===== config.mk =====
export PLATFORM = sky130hd
export DESIGN_NAME = dma_sample_irq
export DESIGN_NICKNAME = d
export VERILOG_FILES = /design/src/rtl/smc_pkg.sv /design/src/rtl/smc_rst_sync.sv /design/src/rtl/smc_host_regs.sv /design/src/rtl/smc_count.sv /design/src/rtl/smc_irq.sv /design/src/rtl/dma_sample_irq.sv
export SDC_FILE = /design/constraint.sdc
export NUM_CORES = 1
export LEC_CHECK = 0
export BUFFER_PORTS_ARGS = -buffer_cell sky130_fd_sc_hd__buf_2
export CAP_MARGIN = 20
export CORE_ASPECT_RATIO = 1.1
export CORE_UTILIZATION = 35
export CTS_CLUSTER_DIAMETER = 30
export CTS_CLUSTER_SIZE = 10
export DETAILED_ROUTE_END_ITERATION = 8
export PLACE_DENSITY = 0.52
export SLEW_MARGIN = 0
export SYNTH_ARGS = -nofsm -noshare
export SYNTH_HDL_FRONTEND = slang
export SYNTH_HIERARCHICAL = 1
export SYNTH_SLANG_ARGS = --single-unit

===== constraint.sdc =====
create_clock -name clk -period 3.27 [get_ports clk]
set_clock_uncertainty 0.2 [all_clocks]
set_input_delay 0.327 -clock clk [delete_from_list [all_inputs] [get_ports clk]]
set_output_delay 0.327 -clock clk [all_outputs]
set_load 0.01 [all_outputs]

===== src/rtl/smc_pkg.sv =====
package smc_pkg;

  typedef enum logic [1:0] {
    SEL_BASE = 2'd0,
    SEL_STAT = 2'd1,
    SEL_CFG  = 2'd2,
    SEL_NONE = 2'd3
  } smc_sel_e;

  function automatic smc_sel_e smc_decode(input int unsigned addr, input int unsigned nbytes);
    if (addr < nbytes)
      return SEL_BASE;
    else if (addr == nbytes)
      return SEL_STAT;
    else if (addr == nbytes + 1)
      return SEL_CFG;
    else
      return SEL_NONE;
  endfunction

endpackage


===== src/rtl/smc_rst_sync.sv =====
module smc_rst_sync #(
  parameter int STAGES = 2
) (
  input  logic clk,
  input  logic rst_n,
  output logic rst_sync_n
);

  logic [STAGES-1:0] sync_q;
  logic [STAGES-1:0] sync_d;

  always_comb begin
    sync_d = {sync_q[STAGES-2:0], 1'b1};
  end

  always_ff @(posedge clk or negedge rst_n) begin
    if (!rst_n)
      sync_q <= '0;
    else
      sync_q <= sync_d;
  end

  assign rst_sync_n = sync_q[STAGES-1];

endmodule


===== src/rtl/smc_host_regs.sv =====
module smc_host_regs
  import smc_pkg::*;
#(
  parameter int CNT_W  = 16,
  parameter int BYTE_W = 8,
  parameter int ADDR_W = 2
) (
  input  logic              clk,
  input  logic              rst_n,
  input  logic              wr_en,
  input  logic [ADDR_W-1:0] addr,
  input  logic [BYTE_W-1:0] wdata,
  input  logic              flag,
  output logic [BYTE_W-1:0] rdata,
  output logic [CNT_W-1:0]  base_val,
  output logic [CNT_W-1:0]  load_val,
  output logic              irq_en,
  output logic              reload_req,
  output logic              stat_clr
);

  localparam int NB = CNT_W / BYTE_W;
  localparam logic [ADDR_W-1:0] TOP_ADDR = ADDR_W'(NB - 1);

  smc_sel_e sel;
  logic [BYTE_W-1:0] base_q [NB];

  always_comb begin
    sel = smc_decode(int'(addr), NB);
  end

  genvar g;
  generate
    for (g = 0; g < NB; g++) begin : g_byte
      logic              byte_en;
      logic [BYTE_W-1:0] byte_d;

      always_comb begin
        byte_en = wr_en && (addr == ADDR_W'(g));
        byte_d  = byte_en ? wdata : base_q[g];
      end

      always_ff @(posedge clk or negedge rst_n) begin
        if (!rst_n)
          base_q[g] <= '0;
        else
          base_q[g] <= byte_d;
      end

      assign base_val[g*BYTE_W +: BYTE_W] = base_q[g];

      if (g == NB - 1) begin : g_top
        assign load_val[g*BYTE_W +: BYTE_W] = wdata;
      end else begin : g_low
        assign load_val[g*BYTE_W +: BYTE_W] = base_q[g];
      end
    end
  endgenerate

  logic ien_q;
  logic ien_d;
  logic ien_en;

  always_comb begin
    ien_en = wr_en && (sel == SEL_CFG);
    ien_d  = ien_en ? wdata[0] : ien_q;
  end

  always_ff @(posedge clk or negedge rst_n) begin
    if (!rst_n)
      ien_q <= 1'b0;
    else
      ien_q <= ien_d;
  end

  assign irq_en     = ien_q;
  assign reload_req = wr_en && (addr == TOP_ADDR);
  assign stat_clr   = wr_en && (sel == SEL_STAT);

  always_comb begin
    rdata = '0;
    unique case (sel)
      SEL_BASE: begin
        for (int i = 0; i < NB; i++)
          if (addr == ADDR_W'(i))
            rdata = base_q[i];
      end
      SEL_STAT: rdata = {{(BYTE_W-1){1'b0}}, flag};
      SEL_CFG:  rdata = {{(BYTE_W-1){1'b0}}, ien_q};
      default:  rdata = '0;
    endcase
  end

endmodule


===== src/rtl/smc_count.sv =====
module smc_count #(
  parameter int CNT_W = 16
) (
  input  logic             clk,
  input  logic             rst_n,
  input  logic             sample_stb,
  input  logic             reload_req,
  input  logic [CNT_W-1:0] load_val,
  input  logic [CNT_W-1:0] base_val,
  output logic             underflow,
  output logic [CNT_W-1:0] cnt
);

  logic [CNT_W-1:0] cnt_q;
  logic [CNT_W-1:0] cnt_d;
  logic             cnt_en;
  logic             is_zero;

  always_comb begin
    is_zero   = (cnt_q == '0);
    underflow = sample_stb && is_zero && !reload_req;
    cnt_en    = reload_req || sample_stb;
    cnt_d     = cnt_q;
    if (cnt_en) begin
      if (reload_req)
        cnt_d = load_val;
      else if (is_zero)
        cnt_d = base_val;
      else
        cnt_d = cnt_q - CNT_W'(1);
    end
  end

  always_ff @(posedge clk or negedge rst_n) begin
    if (!rst_n)
      cnt_q <= '0;
    else
      cnt_q <= cnt_d;
  end

  assign cnt = cnt_q;

endmodule


===== src/rtl/smc_irq.sv =====
module smc_irq (
  input  logic clk,
  input  logic rst_n,
  input  logic underflow,
  input  logic stat_clr,
  input  logic irq_en,
  output logic flag,
  output logic pin
);

  logic flag_q;
  logic flag_d;

  always_comb begin
    flag_d = flag_q;
    if (underflow)
      flag_d = 1'b1;
    else if (stat_clr)
      flag_d = 1'b0;
  end

  always_ff @(posedge clk or negedge rst_n) begin
    if (!rst_n)
      flag_q <= 1'b0;
    else
      flag_q <= flag_d;
  end

  assign flag = flag_q;
  assign pin  = flag_q & irq_en;

endmodule


===== src/rtl/dma_sample_irq.sv =====
module dma_sample_irq #(
  parameter int CNT_W  = 16,
  parameter int BYTE_W = 8,
  parameter int ADDR_W = $clog2(CNT_W / BYTE_W + 2)
) (
  input  logic              clk,
  input  logic              rst_n,
  input  logic              host_wr,
  input  logic [ADDR_W-1:0] host_addr,
  input  logic [BYTE_W-1:0] host_wdata,
  output logic [BYTE_W-1:0] host_rdata,
  input  logic              sample_stb,
  output logic              irq_pin
);

  logic             rst_sync_n;
  logic [CNT_W-1:0] base_val;
  logic [CNT_W-1:0] load_val;
  logic [CNT_W-1:0] cur_cnt;
  logic             irq_en;
  logic             irq_flag;
  logic             reload_req;
  logic             stat_clr;
  logic             underflow;

  smc_rst_sync #(.STAGES(2)) u_rst (
    .clk        (clk),
    .rst_n      (rst_n),
    .rst_sync_n (rst_sync_n)
  );

  smc_host_regs #(
    .CNT_W  (CNT_W),
    .BYTE_W (BYTE_W),
    .ADDR_W (ADDR_W)
  ) u_regs (
    .clk        (clk),
    .rst_n      (rst_sync_n),
    .wr_en      (host_wr),
    .addr       (host_addr),
    .wdata      (host_wdata),
    .flag       (irq_flag),
    .rdata      (host_rdata),
    .base_val   (base_val),
    .load_val   (load_val),
    .irq_en     (irq_en),
    .reload_req (reload_req),
    .stat_clr   (stat_clr)
  );

  smc_count #(.CNT_W(CNT_W)) u_cnt (
    .clk        (clk),
    .rst_n      (rst_sync_n),
    .sample_stb (sample_stb),
    .reload_req (reload_req),
    .load_val   (load_val),
    .base_val   (base_val),
    .underflow  (underflow),
    .cnt        (cur_cnt)
  );

  smc_irq u_irq (
    .clk       (clk),
    .rst_n     (rst_sync_n),
    .underflow (underflow),
    .stat_clr  (stat_clr),
    .irq_en    (irq_en),
    .flag      (irq_flag),
    .pin       (irq_pin)
  );

endmodule


==> impl_results.md, run 1 <==
- Outcome: finished, final reports clean
- Flop pwr share: between 40% and 50%
- DRT antenna net count: 0
- Starting DRT DRC Count: 125
- PostCTS Resize Cnt: 0
- Routed WL: approximately 5.4 mm
- Worst Setup End Kind: flop
- Mux share of post-synthesis cell area: about 16%
- Worst reg2reg setup slack: between 800 and 900 ps
- Final hold vios: 0
- Yosys warns: 6
- Req. time, crit path: about 3300 ps
- MaxCap Viol Count: 0
- Max Root-Sink Buffers: 2
- Vias/cell: ~5.3
- Largest family of logic cells by synthesized area: simple AND/OR/NAND/NOR gates
- RSZ-0062 raised after global routing: no
- Cts bufs inserted: 5
- Final Setup Violations: 0
- Int Power: approximately 0.94 mW
- GR Overflow Total: 0
- Peak supply drop: ~0.24 mV
- Worst-Margin Slew: about 800 ps
- Worst flop-to-flop path startpoint: u_cnt/cnt[2]$_DFFE_PN0P_
- Ant. Diodes: 0
- Switching share of total power: roughly a third
- Hold Crit Class: in -> reg
- H-tree levels: 2
- Post-synthesis compound-gate area fraction: 9.73%
- Synth Flop Type: dfrtp_1
- Async S/R FF share, synth: 100%
- Worst setup path endpoint: u_cnt/cnt[1]$_DFFE_PN0P_
- Layout cells sized above 1: approximately a quarter
- Die width: a little under 80 um
- Area of the mapped netlist: 0.00230 sq mm
- Row Count: 30
- Yosys top cell area share: between 30% and 40%
- Fin nets: about 260
- Critical-path cell list: nor4_4 > nand2_2 > or2_1 > and2_4 > o31ai_2
- Syn-to-layout area delta: 6.53%
- Max-slew headroom: between 40% and 50%
- Fmax: roughly 410 MHz
- Slew Limit Fails: 0
- Comb power frac: between 20 and 30%
- Drt first pass iters: 4
- Maximum number of pins on one net before global-route repair: 20
- Post-cts hold buffer count: 1
- Final cycle utilization of the critical path: approximately three quarters
- WP data arrival: approximately 2400 ps
- PortBufs: 22
- DRC: 0
- Starting Density: between 30% and 40%
- EDFF count, synth: 0
- Via count: between 1500 and 2000
- Final GP Congestion: ~0.79
- Syn Area/Cell: roughly 9.7 sq um
- Cell count after synthesis: 236
- Synth Net Count: 252
- Reg2reg end: u_cnt/cnt[1]$_DFFE_PN0P_
- Crit. Startpoint: u_cnt/cnt[2]$_DFFE_PN0P_
- Power per Cell Area: ~580 mW/mm^2
- XOR/XNOR Fraction of Synth Area: 2.28%
- Post-synthesis adder-cell area fraction: approximately 1.1%
- CTS sink count: 36
- Core box area: around 0.0063 sq mm
- Clock power share: 24.4%
- Startpoint Class: flop
- Worst-path clk slew: about 70 ps
- Wire length per cell: 16.7 um
- Die height: 87.0 um
- Post-route setup TNS: 0 ps
- Final WS setup: slightly above 800 ps
- R2R cell count: 5
- I/O pins: 23
- Register area share after synthesis: between 30% and 40%
- Global-route wire length before repair: roughly 9 mm
- Post-Synth Simple-Gate Area: a little over a fifth
- CP max stage cell: nor4_4
- Final min period: 2440 ps
- Max FO, Critical Path: 15
- Yosys cell types: 47
- Crit-path max cell delay: around 530 ps
- Clock root cell: clkbuf_8
- Post-place setup slack: around 820 ps
- Setup CP Type: reg -> reg
- Post-CTS Setup Inserts: 0
- Clock latency on the worst-skew pair: between 200 and 300 ps
- HPWL Detailed: just under 4 mm
- Sw Pwr: 0.478 mW
- Yosys reg bits: 36
- Tot GR Track Use: ~17%
- Post-synth top area cell: dfrtp_1
- CTS tree: yes
- Leak: roughly 1.1 nW
- Vias in the first global route: between 1500 and 2000
- Synth top area cells: dfrtp_1, mux2_2, mux2i_1, buf_4, nor2_1
- Die area: between 0.006 and 0.007 sq mm
- Initial antenna violation count: 0
- Final hold slack: a little under 100 ps
-- through the flow --
step	power, mW	instance area, sq um	utilization (%)	cells
floorplan	0.994	2300	-	236
global placement	1.07	2340	37.4	315
finish	1.41	2450	39.1	323
detailed placement	1.07	2340	37.4	315
CTS	1.43	2450	39.1	323
global route	1.51	2450	39.1	323
-- cell usage after synthesis (3+ instances only) --
cell	count
mux2i_1	13
xnor2_1	5
inv_1	6
mux2_2	20
nor3b_1	7
nand3_1	17
nor2b_1	5
dfrtp_1	36
nor2_1	24
buf_2	4
o41ai_1	3
a21oi_1	13
o21ai_0	10
nand2_1	6
buf_4	16
clkbuf_1	3
buf_6	4
o21ai_1	3
nor3_1	9
-- worst max-delay path, delay by kind of cell, from the launching register on --
| family | cells | cell delay (ps) |
|---|---|---|
| and+or+nand+nor | 4 | 1500 |
| DFF | 1 | 470 |
| AOI/OAI and AO/OA | 1 | 200 |
-- per-layer routing --
layer / wire [um] / global-route usage, % / part of all wire, %
met4: 68 / 6.45 / 1.3
met1: 2640 / 23.9 / 49
met3: 161 / 2.41 / 3.0
met5: 0 / 0 / 0
met2: 2520 / 27.0 / 47
-- power groups by stage --
stage	Combinational [mW]	Clock (mW)	Sequential, mW
final	0.402	0.344	0.667
after global routing	0.449	0.376	0.685
after CTS	0.402	0.358	0.666
after detailed placement	0.397	0	0.675
after global placement	0.396	0	0.675
after floorplan	0.366	0	0.628
-- cells in the final DEF (no fill, tap or decap), types with 6 or more instances in the layout --
master	Yosys	layout
dfrtp_1	36	36
nor2_1	24	24
buf_2	4	22
mux2_2	20	20
nand3_1	17	17
a21oi_1	13	13
mux2i_1	13	13
o21ai_0	10	10
nor3_1	9	9
clkbuf_8	0	7
nor3b_1	7	7
inv_1	6	6
nand2_1	6	6
-- worst min-delay path by stage --
| stage | from | end | slack [ps] | depth (start not counted) |
|---|---|---|---|---|
| finish | host_wdata[5] | u_cnt/cnt[13]$_DFFE_PN0P_ | 100 | 3 |
| global route | host_wdata[4] | u_cnt/cnt[12]$_DFFE_PN0P_ | 100 | 2 |
| CTS | host_wdata[5] | u_cnt/cnt[13]$_DFFE_PN0P_ | 90 | 3 |
| detailed placement | rst_n | u_rst/sync_q[1]$_DFF_PN0_ | -80 | 1 |
| global placement | rst_n | u_rst/sync_q[0]$_DFF_PN0_ | -90 | 1 |
| floorplan | rst_n | u_rst/sync_q[0]$_DFF_PN0_ | -170 | 0 |
-- state kept, by name, summed over array words and instances (netlist names) --
name / flops
u_cnt/cnt: 16
u_irq/flag: 1
u_regs/base_val: 16
u_regs/irq_en: 1
u_rst/sync_q: 2
-- area by class of cell --
cell class	instances	area, sq um
fill	617	3820
sequential	36	901
clock buffer	7	96.3
inverter	6	22.5
tap	80	100
timing repair buffer	27	150
multi-input combinational	167	1180
-- kinds of logic after synthesis --
group	count (synthesis)
buf+inv	33
flops	36
mux	34
fa+ha+maj	2
compound gates	37
other cells	1
simple gates	87
xor+xnor	6
Note: power is estimated with default switching activity, not from simulation.
==> inputs of run 2 (changes only) <==
--- a/config.mk
+++ b/config.mk
@@ -5,6 +5,7 @@
 export SDC_FILE = /design/constraint.sdc
 export NUM_CORES = 1
 export LEC_CHECK = 0
+export ABC_AREA = 1
 export BUFFER_PORTS_ARGS = -buffer_cell sky130_fd_sc_hd__buf_2
 export CAP_MARGIN = 20
 export CORE_ASPECT_RATIO = 1.1
@@ -12,7 +13,7 @@
 export CTS_CLUSTER_DIAMETER = 30
 export CTS_CLUSTER_SIZE = 10
 export DETAILED_ROUTE_END_ITERATION = 8
-export PLACE_DENSITY = 0.52
+export PLACE_DENSITY = 0.54
 export SLEW_MARGIN = 0
 export SYNTH_ARGS = -nofsm -noshare
 export SYNTH_HDL_FRONTEND = slang
==> constraint.sdc (replaced) <==
create_clock -name clk -period 2.15 [get_ports clk]
set_clock_uncertainty 0.2 [all_clocks]
set_input_delay 0.215 -clock clk [delete_from_list [all_inputs] [get_ports clk]]
set_output_delay 0.215 -clock clk [all_outputs]
set_load 0.01 [all_outputs]
==> impl_results.md, run 2 <==
- Post-place setup slack: 295 ps
- Tot GR Track Use: 19.6%
- GR met3 Demand/Resource: roughly 2.7%
- Worst-path clk slew: around 80 ps
- Die height: about 90 um
- Async S/R FF share, synth: 100%
- Via count: 2285
- Area of the multi-input gates: between 0.001 and 0.0015 sq mm
- Final cycle utilization of the critical path: 87.8%
- Placed Area: around 0.0026 sq mm
- Yosys cell types: 26
- Maximum number of pins on one net before global-route repair: 35
- Ant. Diodes: 0
- Final GP Congestion: 0.831
- Synth top area cells: dfrtp_1, nand2_1, nor2_1, nand3_1, buf_4
- Commonest non-fill, non-tap cells in the layout: nand2_1, nor2_1, dfrtp_1, nand3_1, inv_1
- Synth Flop Type: dfrtp_1
- H-tree levels: 2
- Area of the mapped netlist: ~0.0025 sq mm
- Register Area: around 900 sq um
- DRC: 0
- GRT met1 Usage: roughly 28%
- Post-synth top cells: nand2_1, nor2_1, dfrtp_1
- Syn Area/Cell: 6.50 sq um
- Slew Limit Fails: 0
- Post-CTS Setup Inserts: 0
- Fill count: 726
- Startpoint Class: flop
- Post-synth top area cell: dfrtp_1
- I/O pins: 23
- Max FO, Critical Path: 10
- HPWL Detailed: 4.61 mm
- Clock latency on the worst-skew pair: 290 ps
- Die width: around 82 um
- Row Count: 31
- Peak supply drop: 0.330 mV
- RSZ-0062 raised after global routing: no
- Req. time, crit path: approximately 2100 ps
- Starting DRT DRC Count: around 120
- Post-route setup TNS: 0 ps
- CTS sink count: 36
- Yosys top cell area share: between 30 and 40%
- Met2 Use GR: roughly 30%
- Wire length per cell: between 10 and 15 um
- Vias/cell: between 4 and 5
- Initial antenna violation count: 0
- Leak: 1.51 nW
- Fmax: between 500 and 600 MHz
- Die area: 0.00738 sq mm
- Register area share after synthesis: between 30% and 40%
- Fin nets: around 420
- Yosys warns: 6
- Placed cells: 466
- Max Root-Sink Buffers: 2
- Outcome: finished, final reports clean
- GR Overflow Total: 0
- Worst reg2reg setup slack: about 260 ps
- Most common cell after layout, fill and taps aside: nand2_1
- Busiest grt layer: met2
- Drt first pass iters: 4
- Final Setup Violations: 0
- Routed WL: between 6 and 7 mm
- Setup CP Type: reg -> reg
- Most common cell in the netlist: nand2_1
- Post-Layout Inst Area: about 0.0027 sq mm
- Final hold vios: 0
- Global-route wire length before repair: approximately 11 mm
- Starting Density: 36.7%
- PortBufs: 22
- Clock root cell: clkbuf_8
- Syn-to-layout area delta: 11.5%
- Vias in the first global route: 2243
- Layout cells sized above 1: about an eighth
- Cell count after synthesis: 379
- Cts bufs inserted: 5
- Final WS setup: between 200 and 300 ps
- Worst Setup End Kind: flop
- Finished Layout Cells: about 480
- WP data arrival: 1860 ps
- Max-slew headroom: between 50% and 60%
- CTS tree: yes
- Util after Layout: 40.9%
- Hold Crit Class: in -> async
- EDFF count, synth: 0
- Synth Net Count: between 300 and 400
- MaxCap Viol Count: 0
- DRT antenna net count: 0
- Worst-Margin Slew: about 620 ps
- Final min period: 1890 ps
- Core box area: 0.00671 sq mm
- Yosys reg bits: 36
- Power per Cell Area: 884 mW/mm^2
-- run 2: changes by cell type after synthesis, moves of 12 or more --
| cell | delta |
|---|---|
| nand2_1 | +171 |
| nor2_1 | +21 |
| mux2_2 | -20 |
| inv_1 | +19 |
| a21oi_1 | -13 |
| mux2i_1 | -13 |
| nand3_1 | +12 |
-- run 2: timing repair --
| item | 4_1_cts | 5_1_grt |
|---|---|---|
| hold endpoints to repair | 14 | 0 |
| hold buffers | 9 | 0 |
| resized for setup | 0 | 0 |
-- run 2: worst max-delay path, stage by stage, from the launching register on --
cell,delay (ps)
dfrtp_1,410
inv_1,130
ha_1,190
nand2_1,90
nor2_4,220
nand3_4,170
or2_0,240
nand3_1,80
nand2_1,50
-- run 2: cell type report --
class / count / area share [%]
multi-input combinational: 291 / 47.2
clock buffer: 8 / 3.28
timing repair buffer: 38 / 9.20
sequential: 36 / 32.8
tap: 82 / 3.74
inverter: 28 / 3.83
-- run 2: cell families after synthesis --
kind of cell / count (synthesis) / synth area share [%]
flops: 36 / 36.6
compound gates: 12 / 3.25
other cells: 1 / 0.152
fa+ha+maj: 2 / 1.02
xor+xnor: 3 / 1.07
buf+inv: 52 / 10.9
simple gates: 273 / 47.1
-- run 2: path summary, 6_finish.rpt --
kind,startpoint,end,depth (start not counted)
worst max register to register,u_cnt/cnt[0]$_DFFE_PN0P_,u_cnt/cnt[9]$_DFFE_PN0P_,8
worst min register to register,u_rst/sync_q[1]$_DFF_PN0_,u_regs/base_val[11]$_DFFE_PN0P_,1
min in group clk,host_addr[0],u_regs/irq_en$_DFFE_PN0P_,3
worst min-delay path,rst_n,u_rst/sync_q[0]$_DFF_PN0_,2
worst max-delay path,u_cnt/cnt[0]$_DFFE_PN0P_,u_cnt/cnt[9]$_DFFE_PN0P_,8
max in group asynchronous,u_rst/sync_q[1]$_DFF_PN0_,u_regs/base_val[1]$_DFFE_PN0P_,1
-- run 2: layer usage --
layer	wire, um	part of all wire (%)	vias to the layer above
met5	0	0	-
met4	54	0.85	0
met3	188	3.0	4
met2	2990	47	38
met1	3110	49	1046
li1	-	-	1197
-- run 2: metrics by stage --
stage	hold WS, ps	total power [mW]
after floorplan	-281	1.70
after global placement	-201	1.91
after detailed placement	-198	1.91
after CTS	22.9	2.45
after global routing	29.2	2.66
final	32.1	2.43
-- run 2: report_power, final --
group | switching (mW) | internal (mW) | total [mW] | leakage, nW
logic | 0.551 | 0.324 | 0.875 | 1.01
registers | 0.205 | 0.833 | 1.04 | 0.448
clock network | 0.250 | 0.262 | 0.512 | 0.0455
total | 1.01 | 1.42 | 2.43 | 1.51
